**src/rtl/lcd_acbias_gen.sv**
```systemverilog
module lcd_acbias_gen #(
  parameter int ADDR_W = 4,
  parameter int CNT_W  = 6,
  parameter int HI_W   = 2,
  parameter logic [ADDR_W-1:0] WF_REG_ADDR = 4'b0101
) (
  input  logic                    clk,
  input  logic                    rst_n,
  input  logic [ADDR_W-1:0]       reg_addr,
  input  logic [CNT_W+HI_W-1:0]   reg_wdata,
  input  logic                    reg_wr,
  input  logic                    reg_rd,
  output logic [CNT_W+HI_W-1:0]   reg_rdata,
  input  logic                    line_pulse,
  input  logic                    frame_start,
  input  logic                    fmt_no_ac,
  output logic                    wf_out,
  output logic [HI_W-1:0]         line_cnt_hi
);
  localparam int DW = CNT_W + HI_W;

  logic [CNT_W-1:0] cnt_q, act_q, lp_q;
  logic [HI_W-1:0]  hi_q;
  logic             wf_q;
  logic [DW-1:0]    rd_q;

  wire hit       = (reg_addr == WF_REG_ADDR);
  wire frame_mod = (act_q == '0);
  wire last_lp   = (lp_q == act_q);
  wire toggle    = !fmt_no_ac &&
                   (frame_mod ? frame_start : (line_pulse && last_lp));

  always_ff @(posedge clk) begin
    if (!rst_n) begin
      cnt_q <= '0;
      hi_q  <= '0;
    end else if (reg_wr && hit) begin
      cnt_q <= reg_wdata[DW-1:HI_W];
      hi_q  <= reg_wdata[HI_W-1:0];
    end
  end

  always_ff @(posedge clk) begin
    if (!rst_n) rd_q <= '0;
    else        rd_q <= (reg_rd && hit) ? {cnt_q, hi_q} : '0;
  end

  always_ff @(posedge clk) begin
    if (!rst_n) begin
      wf_q  <= 1'b0;
      act_q <= '0;
      lp_q  <= '0;
    end else if (fmt_no_ac) begin
      act_q <= cnt_q;
      lp_q  <= '0;
    end else if (toggle) begin
      wf_q  <= ~wf_q;
      act_q <= cnt_q;
      lp_q  <= '0;
    end else if (!frame_mod && line_pulse) begin
      lp_q  <= lp_q + 1'b1;
    end
  end

  assign wf_out      = wf_q;
  assign line_cnt_hi = hi_q;
  assign reg_rdata   = rd_q;

  AST_WR_STORE: assert property (@(posedge clk) disable iff (!rst_n)
    (reg_wr && hit) |=> (line_cnt_hi == $past(reg_wdata[HI_W-1:0])));
  AST_RD_IDLE: assert property (@(posedge clk) disable iff (!rst_n)
    !reg_rd |=> (reg_rdata == '0));
  AST_FMT_HOLD: assert property (@(posedge clk) disable iff (!rst_n)
    fmt_no_ac |=> (lp_q == '0) && $stable(wf_out));
  AST_NO_EVENT_HOLD: assert property (@(posedge clk) disable iff (!rst_n)
    (!line_pulse && !frame_start) |=> $stable(wf_out));
  AST_LP_BOUND: assert property (@(posedge clk) disable iff (!rst_n)
    (lp_q <= act_q));
  AST_LINE_IGNORES_FRAME: assert property (@(posedge clk) disable iff (!rst_n)
    (!frame_mod && !line_pulse) |=> $stable(wf_out));
endmodule

```
**config.mk**
```make
export PLATFORM = sky130hd
export DESIGN_NAME = lcd_acbias_gen
export DESIGN_NICKNAME = d
export VERILOG_FILES = /design/src/rtl/lcd_acbias_gen.sv
export SDC_FILE = /design/constraint.sdc
export NUM_CORES = 1
export LEC_CHECK = 0
export BUFFER_PORTS_ARGS = -buffer_cell sky130_fd_sc_hd__buf_4
export CORE_UTILIZATION = 45
export CTS_BUF_LIST = sky130_fd_sc_hd__clkbuf_2 sky130_fd_sc_hd__clkbuf_4 sky130_fd_sc_hd__clkbuf_8
export DETAILED_ROUTE_END_ITERATION = 6
export PLACE_DENSITY_LB_ADDON = 0.3
export SLEW_MARGIN = 20
export SYNTH_ARGS = -nofsm -noshare
export SYNTH_HDL_FRONTEND = slang
export SYNTH_SLANG_ARGS = --single-unit
export TNS_END_PERCENT = 5
```
**constraint.sdc**
```tcl
create_clock -name clk -period 2.9 [get_ports clk]
set_input_delay 0.145 -clock clk [delete_from_list [all_inputs] [get_ports clk]]
set_output_delay 0.145 -clock clk [all_outputs]
set_load 0.01 [all_outputs]
```
# Word-level counts from Yosys, hierarchy flattened
# Index checks and enable logic that the tools add are counted.
# Widths: inputs -> output; s select.
[word_totals] input_bits=19 out_inout_bits=11 ff_bits=29 elab_cells=27
[op_classes] muxes=3 eq_ne=2 add_sub_neg=1 n_reduce_logical=12 bitwise_logic=3
[op_table] op="$mux 6" n=2
[op_table] op="$add 6x1->6 const B" n=1
[op_table] op="$eq 6x6->1" n=1
[op_table] op="$logic_not 6->1" n=1
[op_table] op="$logic_and 1x1->1" n=5
[op_table] op="$eq 4x3->1 const B" n=1
[op_table] op="$reduce_and 2->1" n=2
[op_table] op="$not 1->1" n=3
[op_table] op="$reduce_or 3->1" n=1
[op_table] op="$logic_not 1->1" n=2
[op_table] op="$reduce_bool 2->1" n=1
[op_table] op="$mux 1" n=1

# Depth between registers and ports, before layout
# Gate-level depths: netlist of run 1.
[depth] depth_word=6 mapped_depth=6 depth_no_buf=5

# Least setup slack after synthesis of run 1
# OpenSTA, ideal clock, no wires.
[synth_timing] kind="register to register" from="register act_q[5]" to="register act_q[0]" setup_ns=0.072 path_slack_ns=1.429 t_required_ns=2.828 period_less_slack_ns=1.471 arrival_time_ns=1.399 n_path_buf=1 stages_incl_launch_ff=7 cell_sequence="dfxtp_1 nor4_4 a21boi_2 a31oi_2 nor2b_4 buf_6 mux2i_1"
[synth_between] elab_chain_cells=5 elab_cells_between_ends=6 classes_between="eq/ne (1); mux (1); reduce/logical (4)"
[synth_rtl] item="start: declaration" line_no="22" rtl="logic [CNT_W-1:0] cnt_q, act_q, lp_q;"
[synth_rtl] item="start signal: assignment" line_no="54" rtl="act_q <= cnt_q;"
[synth_rtl] item="start signal: assignment" line_no="58" rtl="act_q <= cnt_q;"
[synth_rtl] item="$eq 6x6->1" line_no="29" rtl="wire last_lp = (lp_q == act_q);"
[synth_rtl] item="$logic_and 1x1->1" line_no="31" rtl="(frame_mod ? frame_start : (line_pulse && last_lp));"
[synth_rtl] item="$mux 1 *" line_no="31"
[synth_rtl] item="$logic_and 1x1->1 *" line_no="30" rtl="wire toggle = !fmt_no_ac &&"
[synth_rtl] item="$reduce_bool 2->1 (no source line) *"
# Mark *: on every way between the ends. The rest lies on a longest branch, timed or not.
# A chain may end at the register's enable or synchronous reset.

# Worst setup path after layout of run 1
[layout_timing] from="register act_q[5]" to="register act_q[5]"
# The elaborated chain is that of the path after synthesis.

==> metrics.md, run 1 <==
| Metric | Value |
|---|---|
| Status | finished clean |
| Nets | about 170 |
| Gate power share | 0.066 |
| Pre-Repair DR Iteration Count | 4 |
| Flop pwr share | 0.557 |
| CTS Buf Count | 5 |
| Port bufs | 29 |
| Final WL | approximately 2.2 mm |
| Buffer depth of the longest clock path | 2 |
| H-tree depth | 2 |
| Final hold viol count | 0 |
| Total track usage | 0.190 |
| Post-Synthesis Cells | ~110 |
| Die Ht | between 50 and 60 um |
| Final count of negative-setup-slack endpoints | 0 |
| Die W | about 53 um |
| Synth Area per Inst | approximately 10 um^2 |
| Die ar. | roughly 2800 um^2 |
| Clock Skews | approximately 0.0048 ns |
| DR vias/cell | around 4.8 |
| Maximum clock frequency | slightly above 600 MHz |
| Post-cts gate resize count | 0 |
| Area of the core | approximately 2500 um^2 |
| Initial antenna violation count | 0 |
| Sink Count | 29 |
| Seq. cell area | slightly below 600 um^2 |
| CP Cell Sequence | nor4_4 -> a21boi_2 -> a31oi_2 -> nor2b_4 -> mux2i_1 |
| Most frequent cells in the layout | dfxtp_1, buf_4, nor2_1 |
| Worst-path clk slew | ~0.090 ns |
| Max FO, Critical Path | 7 |
| Final ANT Viol Nets | 0 |
| Largest net degree at the start of global routing | 16 |
| Ys Warns | 0 |
| Final setup TNS | 0 ns |
| Cell Pwr Density | between 400 and 500 nW/um^2 |
| Critical-path top delay cell | dfxtp_1 |
| Clock latency on the worst-skew pair | between 0.3 and 0.4 ns |
| Clock share of power | 0.377 |
| Hold-fix buffers, CTS | 0 |
| Internal power | ~0.00057 W |
| Pins Over Slew Limit | 0 |
| Synthesized Nets | 133 |
| Fraction of layout cells with a size suffix above 1 | 0.284 |
| Leak | around 0.71 nW |
| CTS tree | done |
| Worst Tran Pin Value | 0.466 ns |
| Worst Path Required | between 3 and 4 ns |
| Row cnt | 18 |
| Critical Path End Type | flip-flop |
| DR vias | 860 |
| Critical path data arrival time | 1.87 ns |
| Final Cycle Share | 0.560 |
| Max-cap violation count | 0 |
| Synth Cell Area | 1160 um^2 |
| Slew margin rel. | 0.688 |
| # DRC | 0 |
| Sw Ratio | 0.213 |
| Min cycle time layout | 1.62 ns |
| Number of global-route vias before repair | between 800 and 900 |
| First-pass GRT wire length | ~3.7 mm |
| Multi-input gate area | approximately 560 um^2 |
| Wirelength per Cell | roughly 12 um |
| Filler instances | 212 |
| Ports | 30 |
| GR Overflow Total | 0 |
| Root Driver | clkbuf_4 |
| Sw power | roughly 0.00015 W |
| Inserted Diodes | 0 |
| 1st-iter DRT viols | 11 |
| Number of synthesized register bits | 29 |
| Max stage delay on crit path | about 0.36 ns |
| Non-Filler Instances | around 180 |
| Worst min-delay path class | in2reg |
| Gp weighted congestion | a little under 0.8 |
| Dpl hpwl | 1.63 mm |
| Area Growth Syn to Fin | 26.7% |
| Number of setup buffers added after CTS | 0 |
| Worst setup path class | reg2reg |
| Netlist cell types | 23 |
| Starting Density | 0.473 |
| Seq/Total Area, Yosys | 0.500 |
| Placed cells | 170 |
| Maximum VDD drop | a little over 0.4 mV |
| CP Launch Type | flip-flop |
| RSZ-0062 raised after global routing | false |
==> stage by stage <==
step / util / area [um^2] / hold slack, ns / worst slack (ns) / power [W]
final: 0.599 / 1470 / 0.0638 / 1.28 / 0.000724
after CTS: 0.599 / 1470 / 0.0513 / 1.24 / 0.000736
after global routing: 0.599 / 1470 / 0.0636 / 1.08 / 0.000762
after global placement: 0.571 / 1400 / 0.372 / 1.34 / 0.000459
after floorplan: - / 1160 / 0.289 / 1.43 / 0.000436
after detailed placement: 0.571 / 1400 / 0.385 / 1.26 / 0.000461
==> routing by layer <==
metal,vias up,GRT usage,part of all wire
met5,-,0,0
met4,0,0.0702,0.0056
met3,2,0.0783,0.040
met2,24,0.312,0.50
met1,389,0.219,0.45
li1,445,-,-
==> critical path: cells and delay by family, from the launching register on <==
kind | cells | cell delay [ns]
and+or+nand+nor | 2 | 0.63
DFF | 1 | 0.36
AOI/OAI and AO/OA | 2 | 0.36
muxes | 1 | 0.21
==> synth_stat cells (all sizes together) <==
cell | number | share of area
mux2i | 15 | 0.13
a31oi | 1 | 0.011
nand2 | 15 | 0.048
buf | 1 | 0.0097
nor2b | 1 | 0.012
clkinv | 1 | 0.0032
clkbuf | 1 | 0.0032
nand3b | 1 | 0.0065
and3 | 3 | 0.016
ha | 1 | 0.011
nor4bb | 1 | 0.0086
nor2 | 16 | 0.052
or3 | 1 | 0.0054
nand4 | 2 | 0.011
a21oi | 1 | 0.0043
nor4 | 2 | 0.029
xor2 | 10 | 0.075
and2 | 8 | 0.043
dfxtp | 29 | 0.50
o21ai | 1 | 0.0043
xnor2 | 1 | 0.0075
a21boi | 1 | 0.0097
==> kinds of logic (layout without fill, tap and decap cells) <==
logic type / count (synthesis) / after routing / share of synthesized area
flops: 29 / 29 / 0.500
compound gates: 4 / 4 / 0.0291
mux: 15 / 15 / 0.129
xor+xnor: 11 / 11 / 0.0830
simple gates: 50 / 50 / 0.232
fa+ha+maj: 1 / 1 / 0.0108
buf+inv: 3 / 38 / 0.0162
==> final cells by class <==
cell class                      count  area share
Sequential cell                    29       0.395
Tap cell                           30      0.0255
Clock inverter                      1     0.00340
Timing Repair Buffer               29       0.148
Inverter                            1     0.00255
Clock buffer                        7      0.0442
Multi-Input combinational cell     81       0.382
==> power by group through the flow <==
| stage | sequential (W) | combinational [W] | clock, W |
|---|---|---|---|
| 2_1_floorplan | 0.000413 | 0.0000235 | 0 |
| 3_3_place_gp | 0.000413 | 0.0000466 | 0 |
| 3_5_place_dp | 0.000413 | 0.0000482 | 0 |
| 4_1_cts | 0.000403 | 0.0000484 | 0.000284 |
| 5_1_grt | 0.000404 | 0.0000529 | 0.000305 |
| 6_report | 0.000403 | 0.0000478 | 0.000273 |
==> registers in the layout, indices dropped and copies added, names as in the netlist <==
signal / count
cnt_q: 6
act_q: 6
line_cnt_hi: 2
wf_out: 1
lp_q: 6
reg_rdata: 8
==> worst paths after layout <==
path | from | to | slack (ns) | cells after the start
min reg2reg | cnt_q[2] | act_q[2] | 0.47 | 2
max reg2reg | act_q[5] | act_q[5] | 1.28 | 5
max | act_q[5] | act_q[5] | 1.28 | 5
min | reg_wdata[2] | cnt_q[0] | 0.06 | 3
No activity file was read; power rests on OpenSTA's default activity.
==> run 2, diff against run 1 <==
==> constraint.sdc (replaced) <==
create_clock -name clk -period 1.35 [get_ports clk]
set_input_delay 0.0675 -clock clk [delete_from_list [all_inputs] [get_ports clk]]
set_output_delay 0.0675 -clock clk [all_outputs]
set_load 0.01 [all_outputs]
==> metrics.md, run 2 (synthesized netlist as in run 1, its figures left out) <==
| Metric | Value |
|---|---|
| 1st-iter DRT viols | 5 (was 11) |
| Slew margin rel. | 0.782 (was 0.688) |
| GR Overflow Total | 0 (unchanged) |
| Min cycle time layout | 1.53 ns (was 1.62 ns) |
| Final count of negative-setup-slack endpoints | 13 (was 0) |
| Status | finished, violations left (was finished clean) |
| Pre-Repair DR Iteration Count | 4 (unchanged) |
| Critical Path End Type | flip-flop (unchanged) |
| Final Cycle Share | 1.14 (was 0.560) |
| Max FFs per register | 8 (unchanged) |
| CTS tree | done (unchanged) |
| Die ar. | 2790 um^2 (unchanged) |
| Dpl hpwl | 1.68 mm (was 1.63 mm) |
| Non-Filler Instances | 194 (was 178) |
| Clock latency on the worst-skew pair | 0.33 ns (was 0.31 ns) |
| Flop-to-flop setup slack | -0.18 ns (was 1.28 ns) |
| Gp weighted congestion | 0.890 (was 0.782) |
| Area of the core | 2450 um^2 (unchanged) |
| Worst Path Required | 1.61 ns (was 3.14 ns) |
| # DRC | 0 (unchanged) |
| H-tree depth | 2 (unchanged) |
| Inserted Diodes | 0 (unchanged) |
| GR Util met3 | 0.0899 (was 0.0783) |
| Sink Count | 29 (unchanged) |
| Number of global-route vias before repair | 892 (was 860) |
| Largest net degree at the start of global routing | 16 (unchanged) |
| Row cnt | 18 (unchanged) |
| Worst slack, placed | -0.209 ns (was 1.26 ns) |
| Most frequent cells in the layout | buf_4, dfxtp_1, nor2_1 (was dfxtp_1, buf_4, nor2_1) |
| Maximum clock frequency | 652 MHz (was 615 MHz) |
| Fin area | 1620 um^2 (was 1470 um^2) |
| Root Driver | clkbuf_4 (unchanged) |
| Clock Skews | 0.00494 ns (was 0.00484 ns) |
| Initial antenna violation count | 0 (unchanged) |
| Final setup TNS | -1.48 ns (was 0 ns) |
| Ports | 30 (unchanged) |
| Number of setup buffers added after CTS | 0 (unchanged) |
| Starting Density | 0.473 (unchanged) |
| Port bufs | 29 (unchanged) |
| Fraction of layout cells with a size suffix above 1 | 0.335 (was 0.284) |
| Most Crowded Layer GR | met2 (unchanged) |
| CP Launch Type | flip-flop (unchanged) |
| GR Util met2 | 0.329 (was 0.312) |
| Hold depth | 3 (unchanged) |
| Die Ht | 52.8 um (unchanged) |
| Area Growth Syn to Fin | 39.2% (was 26.7%) |
| Failing checks | setup timing |
| Dpl cell area | 1460 um^2 (was 1400 um^2) |
| Met1 Use GR | 0.204 (was 0.219) |
| Min-Delay Endpoint | wf_out (was cnt_q[0]) |
| Buffer depth of the longest clock path | 2 (unchanged) |
| DR vias | 925 (was 860) |
| Worst-path clk slew | 0.09 ns (about the same) |
| Final WL | 2.29 mm (was 2.15 mm) |
| DR vias/cell | 4.77 (was 4.83) |
| R2r endpoint | act_q[3] (was act_q[5]) |
| RSZ-0062 raised after global routing | true (was false) |
| Placed cells | 178 (was 170) |
| First-pass GRT wire length | 3.73 mm (was 3.68 mm) |
| HP Start | fmt_no_ac (was reg_wdata[2]) |
| R2r startpoint | act_q[2] (was act_q[5]) |
| Worst setup path class | reg2reg (unchanged) |
| Critical path data arrival time | 1.79 ns (was 1.87 ns) |
| Final ANT Viol Nets | 0 (unchanged) |
| Pins Over Slew Limit | 0 (unchanged) |
| Wirelength per Cell | 11.8 um (was 12.1 um) |
| Leak | 0.780 nW (was 0.705 nW) |
| Die W | 52.8 um (unchanged) |
| Nets | 183 (was 167) |
| Total track usage | 0.195 (was 0.190) |
| Multi-input gate area | 571 um^2 (was 562 um^2) |
| Worst Tran Pin Value | 0.324 ns (was 0.466 ns) |
| Max-cap violation count | 0 (unchanged) |
| Depth of the most critical reg-to-reg path | 5 (unchanged) |
| Filler instances | 199 (was 212) |
| Final setup margin | -0.183 ns (was 1.28 ns) |
| CTS Buf Count | 5 (unchanged) |
| Seq. cell area | 587 um^2 (was 581 um^2) |
| Maximum VDD drop | 0.728 mV (was 0.408 mV) |
| Cell Pwr Density | 958 nW/um^2 (was 492 nW/um^2) |
| Worst min-delay path class | in2reg (unchanged) |
| Final hold viol count | 0 (unchanged) |
| Leading cell type in the layout, fill and taps excluded | buf_4 |
| Max FO, Critical Path | 6 (was 7) |
==> run 2: cell count changes in the layout (fill, tap and decap cells not counted), sizes merged <==
cell / delta
buf: +8
dlygate4sd3: +8
clkbuf: +1
clkinv: -1
==> run 2: layout make-up <==
type / count / share of cell area
clock buffers: 8 / 0.0372
flip-flops and latches: 29 / 0.363
multi-input cells: 81 / 0.353
repair buffers: 45 / 0.221
well taps: 30 / 0.0232
inverters: 1 / 0.00232
==> run 2: repair_timing <==
item	in CTS	in global routing
hold buffers	8	0
endpoints found under the setup margin	13	13
hold endpoints to repair	8	0
pin swaps	6	2
resized for setup	5	1
cloned	0	0
==> run 2: worst max-delay path by stage <==
stage                   from        to  slack [ns]  cells past startpoint
global route        act_q[2]  act_q[3]       -0.29                      5
CTS                 act_q[5]  act_q[3]       -0.20                      5
detailed placement  act_q[2]  act_q[3]       -0.21                      5
floorplan           act_q[5]  act_q[0]       -0.12                      6
finish              act_q[2]  act_q[3]       -0.18                      5
global placement    act_q[2]    wf_out       -0.13                      5
==> run 2: power by group <==
part / total, W / switching (W) / internal [W] / leakage, nW
clock: 0.000558 / 0.000291 / 0.000267 / 0.0368
combinational: 0.000125 / 0.0000469 / 0.0000776 / 0.506
sequential: 0.000867 / 0.00000522 / 0.000861 / 0.236
total: 0.00155 / 0.000343 / 0.00121 / 0.780
==> run 2: per-layer routing <==
metal / up-vias / routed length (um) / part of all wire
li1: 479 / - / -
met1: 423 / 944 / 0.41
met2: 17 / 1200 / 0.52
met3: 6 / 106 / 0.046
met4: 0 / 43 / 0.019
met5: - / 0 / 0
==> run 2: per-stage QoR <==
stage,total power [W],util,hold slack [ns]
finish,0.00155,0.659,0.0409
global route,0.00161,0.659,0.0301
CTS,0.00156,0.655,0.0292
detailed placement,0.000990,0.595,0.306
global placement,0.000988,0.595,0.294
floorplan,0.000938,-,0.211
==> run 2: critical path: stages, from the launching register on <==
cell and delay (ns):
dfxtp_2 0.36, nor4_4 0.30, a21boi_2 0.12, a31oi_4 0.17, nor2b_4 0.29, mux2i_1 0.23
